<file path="src/rtl/wide_bank_pkg.sv">
package wide_bank_pkg;
  localparam int ROM_BANK_W = 9;
  localparam int RAM_BANK_W = 4;
  localparam int ROM_OFS_W  = 14;
  localparam int RAM_OFS_W  = 13;
  localparam int ROM_ADDR_W = ROM_BANK_W + ROM_OFS_W;
  localparam int RAM_ADDR_W = RAM_BANK_W + RAM_OFS_W;

  typedef struct packed {
    logic       ldRomLo;
    logic       ldRomHi;
    logic       ldRamSel;
    logic       ldArm;
    logic [7:0] value;
  } bankStrobe_t;
endpackage

</file>
<file path="src/rtl/wide_bank_ctrl.sv">
module wide_bank_ctrl
  import wide_bank_pkg::*;
(
  input  logic        clk,
  input  logic        rstN,
  input  logic [15:0] cpuAddr,
  input  logic [7:0]  cpuData,
  input  logic        cpuWr,
  output bankStrobe_t strobe
);
  logic ctrlSpace;
  logic [2:0] region;

  assign ctrlSpace = cpuWr && !cpuAddr[15];
  assign region    = cpuAddr[14:12];

  always_comb begin
    strobe          = '0;
    strobe.value    = cpuData;
    if (ctrlSpace) begin
      unique case (region)
        3'b000, 3'b001: strobe.ldArm    = 1'b1;
        3'b010:         strobe.ldRomLo  = 1'b1;
        3'b011:         strobe.ldRomHi  = 1'b1;
        3'b100, 3'b101: strobe.ldRamSel = 1'b1;
        default:        ;
      endcase
    end
  end

  // at most one register load per cycle, none without a write
  p_one_load_r10: assert property (@(posedge clk) disable iff (!rstN)
    $onehot0({strobe.ldRomLo, strobe.ldRomHi, strobe.ldRamSel, strobe.ldArm}));
  p_no_load_on_read_r10: assert property (@(posedge clk) disable iff (!rstN)
    !cpuWr |-> !(strobe.ldRomLo || strobe.ldRomHi || strobe.ldRamSel || strobe.ldArm));
endmodule

</file>
<file path="src/rtl/wide_bank_datapath.sv">
module wide_bank_datapath
  import wide_bank_pkg::*;
#(
  parameter int ROM_BANKS = 64,
  parameter int RAM_BANKS = 4,
  parameter bit HAS_MOTOR = 1'b1
) (
  input  logic                  clk,
  input  logic                  rstN,
  input  bankStrobe_t           strobe,
  input  logic [15:0]           cpuAddr,
  input  logic                  cpuWr,
  input  logic                  cpuRd,
  output logic [ROM_ADDR_W-1:0] romAddr,
  output logic                  romCs,
  output logic [RAM_ADDR_W-1:0] ramAddr,
  output logic                  ramCs,
  output logic                  ramWe,
  output logic                  motorOn
);
  logic [ROM_BANK_W-1:0] romBank;
  logic [RAM_BANK_W-1:0] ramBank;
  logic                  ramArmed;
  logic                  motorQ;
  logic [RAM_BANK_W-1:0] ramBankNext;
  logic                  motorNext;
  logic [ROM_BANK_W-1:0] effRomBank;
  logic                  romFits;
  logic                  ramFits;
  logic                  inRamWin;

  generate
    if (HAS_MOTOR) begin : g_motor
      assign ramBankNext = {1'b0, strobe.value[2:0]};
      assign motorNext   = strobe.value[3];
    end else begin : g_plain
      assign ramBankNext = strobe.value[RAM_BANK_W-1:0];
      assign motorNext   = 1'b0;
    end
  endgenerate

  always_ff @(posedge clk) begin
    if (!rstN) begin
      romBank  <= ROM_BANK_W'(1);
      ramBank  <= '0;
      ramArmed <= 1'b0;
      motorQ   <= 1'b0;
    end else begin
      if (strobe.ldRomLo) romBank[7:0] <= strobe.value;
      if (strobe.ldRomHi) romBank[8]   <= strobe.value[0];
      if (strobe.ldRamSel) begin
        ramBank <= ramBankNext;
        motorQ  <= motorNext;
      end
      if (strobe.ldArm) ramArmed <= (strobe.value[3:0] == 4'hA);
    end
  end

  assign effRomBank = cpuAddr[14] ? romBank : '0;
  assign romAddr    = {effRomBank, cpuAddr[ROM_OFS_W-1:0]};
  assign romFits    = (32'(effRomBank) < ROM_BANKS);
  assign romCs      = cpuRd && !cpuAddr[15] && romFits;

  assign inRamWin   = (cpuAddr[15:13] == 3'b101);
  assign ramAddr    = {ramBank, cpuAddr[RAM_OFS_W-1:0]};
  assign ramFits    = (32'(ramBank) < RAM_BANKS);
  assign ramCs      = (cpuRd || cpuWr) && inRamWin && ramArmed && ramFits;
  assign ramWe      = ramCs && cpuWr;
  assign motorOn    = motorQ;

  p_lo_keeps_hi_r2: assert property (@(posedge clk) disable iff (!rstN)
    (strobe.ldRomLo && !strobe.ldRomHi) |=> romBank[8] == $past(romBank[8]));
  p_hi_keeps_lo_r3: assert property (@(posedge clk) disable iff (!rstN)
    (strobe.ldRomHi && !strobe.ldRomLo) |=> romBank[7:0] == $past(romBank[7:0]));
  p_zero_kept_r4: assert property (@(posedge clk) disable iff (!rstN)
    (strobe.ldRomLo && strobe.value == 8'h00 && !romBank[8]) |=> romBank == '0);
  p_arm_stable_r7: assert property (@(posedge clk) disable iff (!rstN)
    !strobe.ldArm |=> $stable(ramArmed));
  p_ram_sel_stable_r10: assert property (@(posedge clk) disable iff (!rstN)
    !strobe.ldRamSel |=> ($stable(ramBank) && $stable(motorQ)));
  p_rom_cs_read_r5: assert property (@(posedge clk) disable iff (!rstN)
    romCs |-> (cpuRd && romAddr < ROM_ADDR_W'(ROM_BANKS) * ROM_ADDR_W'(16384)));
  p_we_needs_cs_r8: assert property (@(posedge clk) disable iff (!rstN)
    ramWe |-> (ramCs && cpuWr));
  p_motor_bank_split_r6: assert property (@(posedge clk) disable iff (!rstN)
    HAS_MOTOR |-> !ramBank[RAM_BANK_W-1]);
endmodule

</file>
<file path="src/rtl/wide_bank_mapper.sv">
module wide_bank_mapper
  import wide_bank_pkg::*;
#(
  parameter int ROM_BANKS = 64,
  parameter int RAM_BANKS = 4,
  parameter bit HAS_MOTOR = 1'b1
) (
  input  logic                  clk,
  input  logic                  rstN,
  input  logic [15:0]           cpuAddr,
  input  logic [7:0]            cpuData,
  input  logic                  cpuWr,
  input  logic                  cpuRd,
  output logic [ROM_ADDR_W-1:0] romAddr,
  output logic                  romCs,
  output logic [RAM_ADDR_W-1:0] ramAddr,
  output logic                  ramCs,
  output logic                  ramWe,
  output logic                  motorOn
);
  bankStrobe_t strobe;

  wide_bank_ctrl i_ctrl (
    .clk     (clk),
    .rstN    (rstN),
    .cpuAddr (cpuAddr),
    .cpuData (cpuData),
    .cpuWr   (cpuWr),
    .strobe  (strobe)
  );

  wide_bank_datapath #(
    .ROM_BANKS (ROM_BANKS),
    .RAM_BANKS (RAM_BANKS),
    .HAS_MOTOR (HAS_MOTOR)
  ) i_datapath (
    .clk     (clk),
    .rstN    (rstN),
    .strobe  (strobe),
    .cpuAddr (cpuAddr),
    .cpuWr   (cpuWr),
    .cpuRd   (cpuRd),
    .romAddr (romAddr),
    .romCs   (romCs),
    .ramAddr (ramAddr),
    .ramCs   (ramCs),
    .ramWe   (ramWe),
    .motorOn (motorOn)
  );
endmodule

</file>
<file path="config.mk">
export PLATFORM = sky130hd
export DESIGN_NAME = wide_bank_mapper
export DESIGN_NICKNAME = d
export VERILOG_FILES = /design/src/rtl/wide_bank_pkg.sv /design/src/rtl/wide_bank_ctrl.sv /design/src/rtl/wide_bank_datapath.sv /design/src/rtl/wide_bank_mapper.sv
export SDC_FILE = /design/constraint.sdc
export NUM_CORES = 1
export LEC_CHECK = 0
export BUFFER_PORTS_ARGS = -buffer_cell sky130_fd_sc_hd__buf_4
export CAP_MARGIN = 20
export CORE_MARGIN = 2
export CORE_UTILIZATION = 43
export CTS_CLUSTER_SIZE = 30
export DETAILED_ROUTE_END_ITERATION = 8
export PLACE_DENSITY = 0.85
export SYNTH_ARGS = -nofsm -noshare
export SYNTH_HDL_FRONTEND = slang
export SYNTH_HIERARCHICAL = 1
export SYNTH_SLANG_ARGS = --single-unit
</file>
<file path="constraint.sdc">
create_clock -name clk -period 2.4 [get_ports clk]
set_input_delay 0.48 -clock clk [delete_from_list [all_inputs] [get_ports clk]]
set_output_delay 0.48 -clock clk [all_outputs]
set_load 0.02 [all_outputs]
</file>
==> out/qor.csv <==
metric,value,unit
status,"finished, final reports clean",
syn_area,978,um^2
ys_seq_area_share,28.6,%
fillCellCount,216,
setup_viol,0,
clkLatencyLatePin,0.29,ns
postCtsSetupBuffers,0,
yosys-top-cells-area,"dfxtp_1 29%, buf_4 28%, mux2i_1 13%",
crit_path_max_fanout,14,
drc_errors,0,
power,0.482,mW
clock_path_buffers,2,
ys.warnings.count,6,
syn_to_final_growth,5.63,%
via_count,623,
cts_resized,0,
dp_slack,0.663,ns
worstSetupPathType,primary input to primary output,
portBuffers,34,
antenna_cells,0,
syn_nets,132,
drtAntennaViolNets,0,
cts_made_buffers,3,
p_leak,0.421,nW
min_period,1.72,ns
drive_above_1_share,50.5,%
fin_ws,0.677,ns
crit_path_start_kind,primary input,
drv_slew,0,
rows,17,
whs,0.437,ns
power.density,466,nW/um^2
nNetsFinal,134,
overflow,0,
synth_top_area_cell,dfxtp_1,
hold_viol_final,0,
cts_sinks,14,
multi_input_area,412,um^2
yosysTopAreaCellShare,28.6,%
max_cap_viol_count,0,
floorplan.initialDensity,44.7,%
coreArea,2190,um^2
initialDrtViolationCount,6,
peakVddDrop,320,uV
finalCritPeriodShare,71.8,%
end_kind,primary output,
grt_max_degree,16,
crit_buf_inv,2,
max_freq,580,MHz
die_w,51.7,um
grt_pass1_wl,2800,um
ys_ff_latch,14,
cts_tree,built,
drt_wl_total,1800,um
rsz0062_at_grt,false,
worst_ep_arrival_time,1.24,ns
clock_power_share,35.4,%
synth_cell_types,22,
antenna_found_initial,0,
cpMaxStageDelayCell,nor4_2,
setup_tns,0,ns
dpl.hpwl,1410,um
clkSlewWorstSetupHoldPaths,0.08,ns
clockRootBuffer,clkbuf_4,
pwr-share-seq,49.3,%
first_pass_iters,3,
place_congestion,0.676,
crit_chain,buf_4 -> and2_4 -> nor4_2 -> buf_4,
h-tree-depth,1,
hold_buffers,0,
p_comb_share,15.4,%
seq_area,280,um^2
routedWlPerCell,13.5,um
via_per_inst,4.68,
dieArea,2670,um^2
critPathMaxStageDelay,0.26,ns
p_sw_share,23.8,%
die_h,51.7,um
grt_pass1_vias,615,
grt_usage,14.3,%
synth.avg_cell_area,9.41,um^2
required,1.92,ns
hp-class,primary input to flip-flop,
p_sw,0.114,mW
fin_skew,0,ns
path_common_cell,buf_4,
critical-path-top-delay-family,simple AND/OR/NAND/NOR gates,
synth_cells,104,
io_pins,72,
power.internal,0.367,mW
-- metrics by stage --
step                      cells  utilization, %  area, um^2
after detailed placement    129            45.5         997
after global placement      129            45.5         997
after floorplan             104               -         978
after global routing        133            47.2        1030
after CTS                   133            47.2        1030
final                       133            47.2        1030
-- area by class of cell --
cell class	instances	share of cell area, %
multi-input cells	51	39.8
repair buffers	36	26.2
clock buffers	4	3.51
well taps	28	3.39
flip-flops and latches	14	27.1
-- worst paths after layout --
kind | from | endpoint | slack (ns) | cells past startpoint
min | rstN | i_datapath/romBank[0] | 0.44 | 2
min reg2reg | i_datapath/romBank[0] | i_datapath/romBank[0] | 0.47 | 2
max | cpuAddr[14] | romCs | 0.68 | 4
max reg2reg | i_datapath/romBank[6] | i_datapath/romBank[6] | 1.76 | 2
-- cells in the final DEF (no fill, tap or decap) --
cell type  count
nor3b_1        2
and2_4         2
clkbuf_8       1
nand4bb_1      1
mux2i_1       13
nor4bb_2       1
nor2b_1       12
nand2b_1       1
nand2_1        2
nand2b_4       1
nand4b_1       1
nor3_1         2
nor4_2         1
nor4b_2        1
conb_1         1
and2_2         7
o21ai_0        1
dfxtp_1       14
nor2_1         1
buf_4         36
nand3b_1       1
clkbuf_4       3
-- logic make-up (layout without fill, tap and decap cells) --
family / Yosys count / in the layout / synth area share (%)
and+or+nand+nor: 36 / 36 / 27.9
DFF: 14 / 14 / 28.6
buffers and inverters: 39 / 40 / 29.3
muxes: 13 / 13 / 13.3
other: 1 / 1 / 0.383
AOI/OAI and AO/OA: 1 / 1 / 0.511
-- routing by layer --
layer / track usage, % / routed length, um / vias up
met3: 2.59 / 193 / 10
met2: 23.3 / 819 / 44
met5: 0 / 0 / -
met4: 11.0 / 57 / 0
li1: - / - / 304
met1: 16.6 / 729 / 265
-- synthesized netlist by cell type --
library cell  instances
conb_1                1
mux2i_1              13
nor2b_1              12
nor3b_1               2
nor3_1                2
nand2b_1              1
dfxtp_1              14
nand2b_4              1
nor4_2                1
nand3b_1              1
and2_4                2
buf_4                37
nor4bb_2              1
clkbuf_2              1
nand2_1               2
nor2_1                1
nand4b_1              1
nand4bb_1             1
o21ai_0               1
nor4b_2               1
and2_2                7
clkbuf_1              1
-- state kept, by name (all words and copies together) (netlist names) --
register,flops
i_datapath/ramArmed,1
i_datapath/romBank,9
i_datapath/motorOn,1
i_datapath/ramBank,3
-- power groups by stage --
stage | Combinational [mW] | Sequential [mW] | Clock [mW]
final | 0.0741 | 0.237 | 0.170
after floorplan | 0.105 | 0.244 | 0
after global placement | 0.0734 | 0.243 | 0
after detailed placement | 0.0747 | 0.243 | 0
after global routing | 0.0800 | 0.238 | 0.191
after CTS | 0.0748 | 0.237 | 0.177
(Power assumes the default switching activity.)
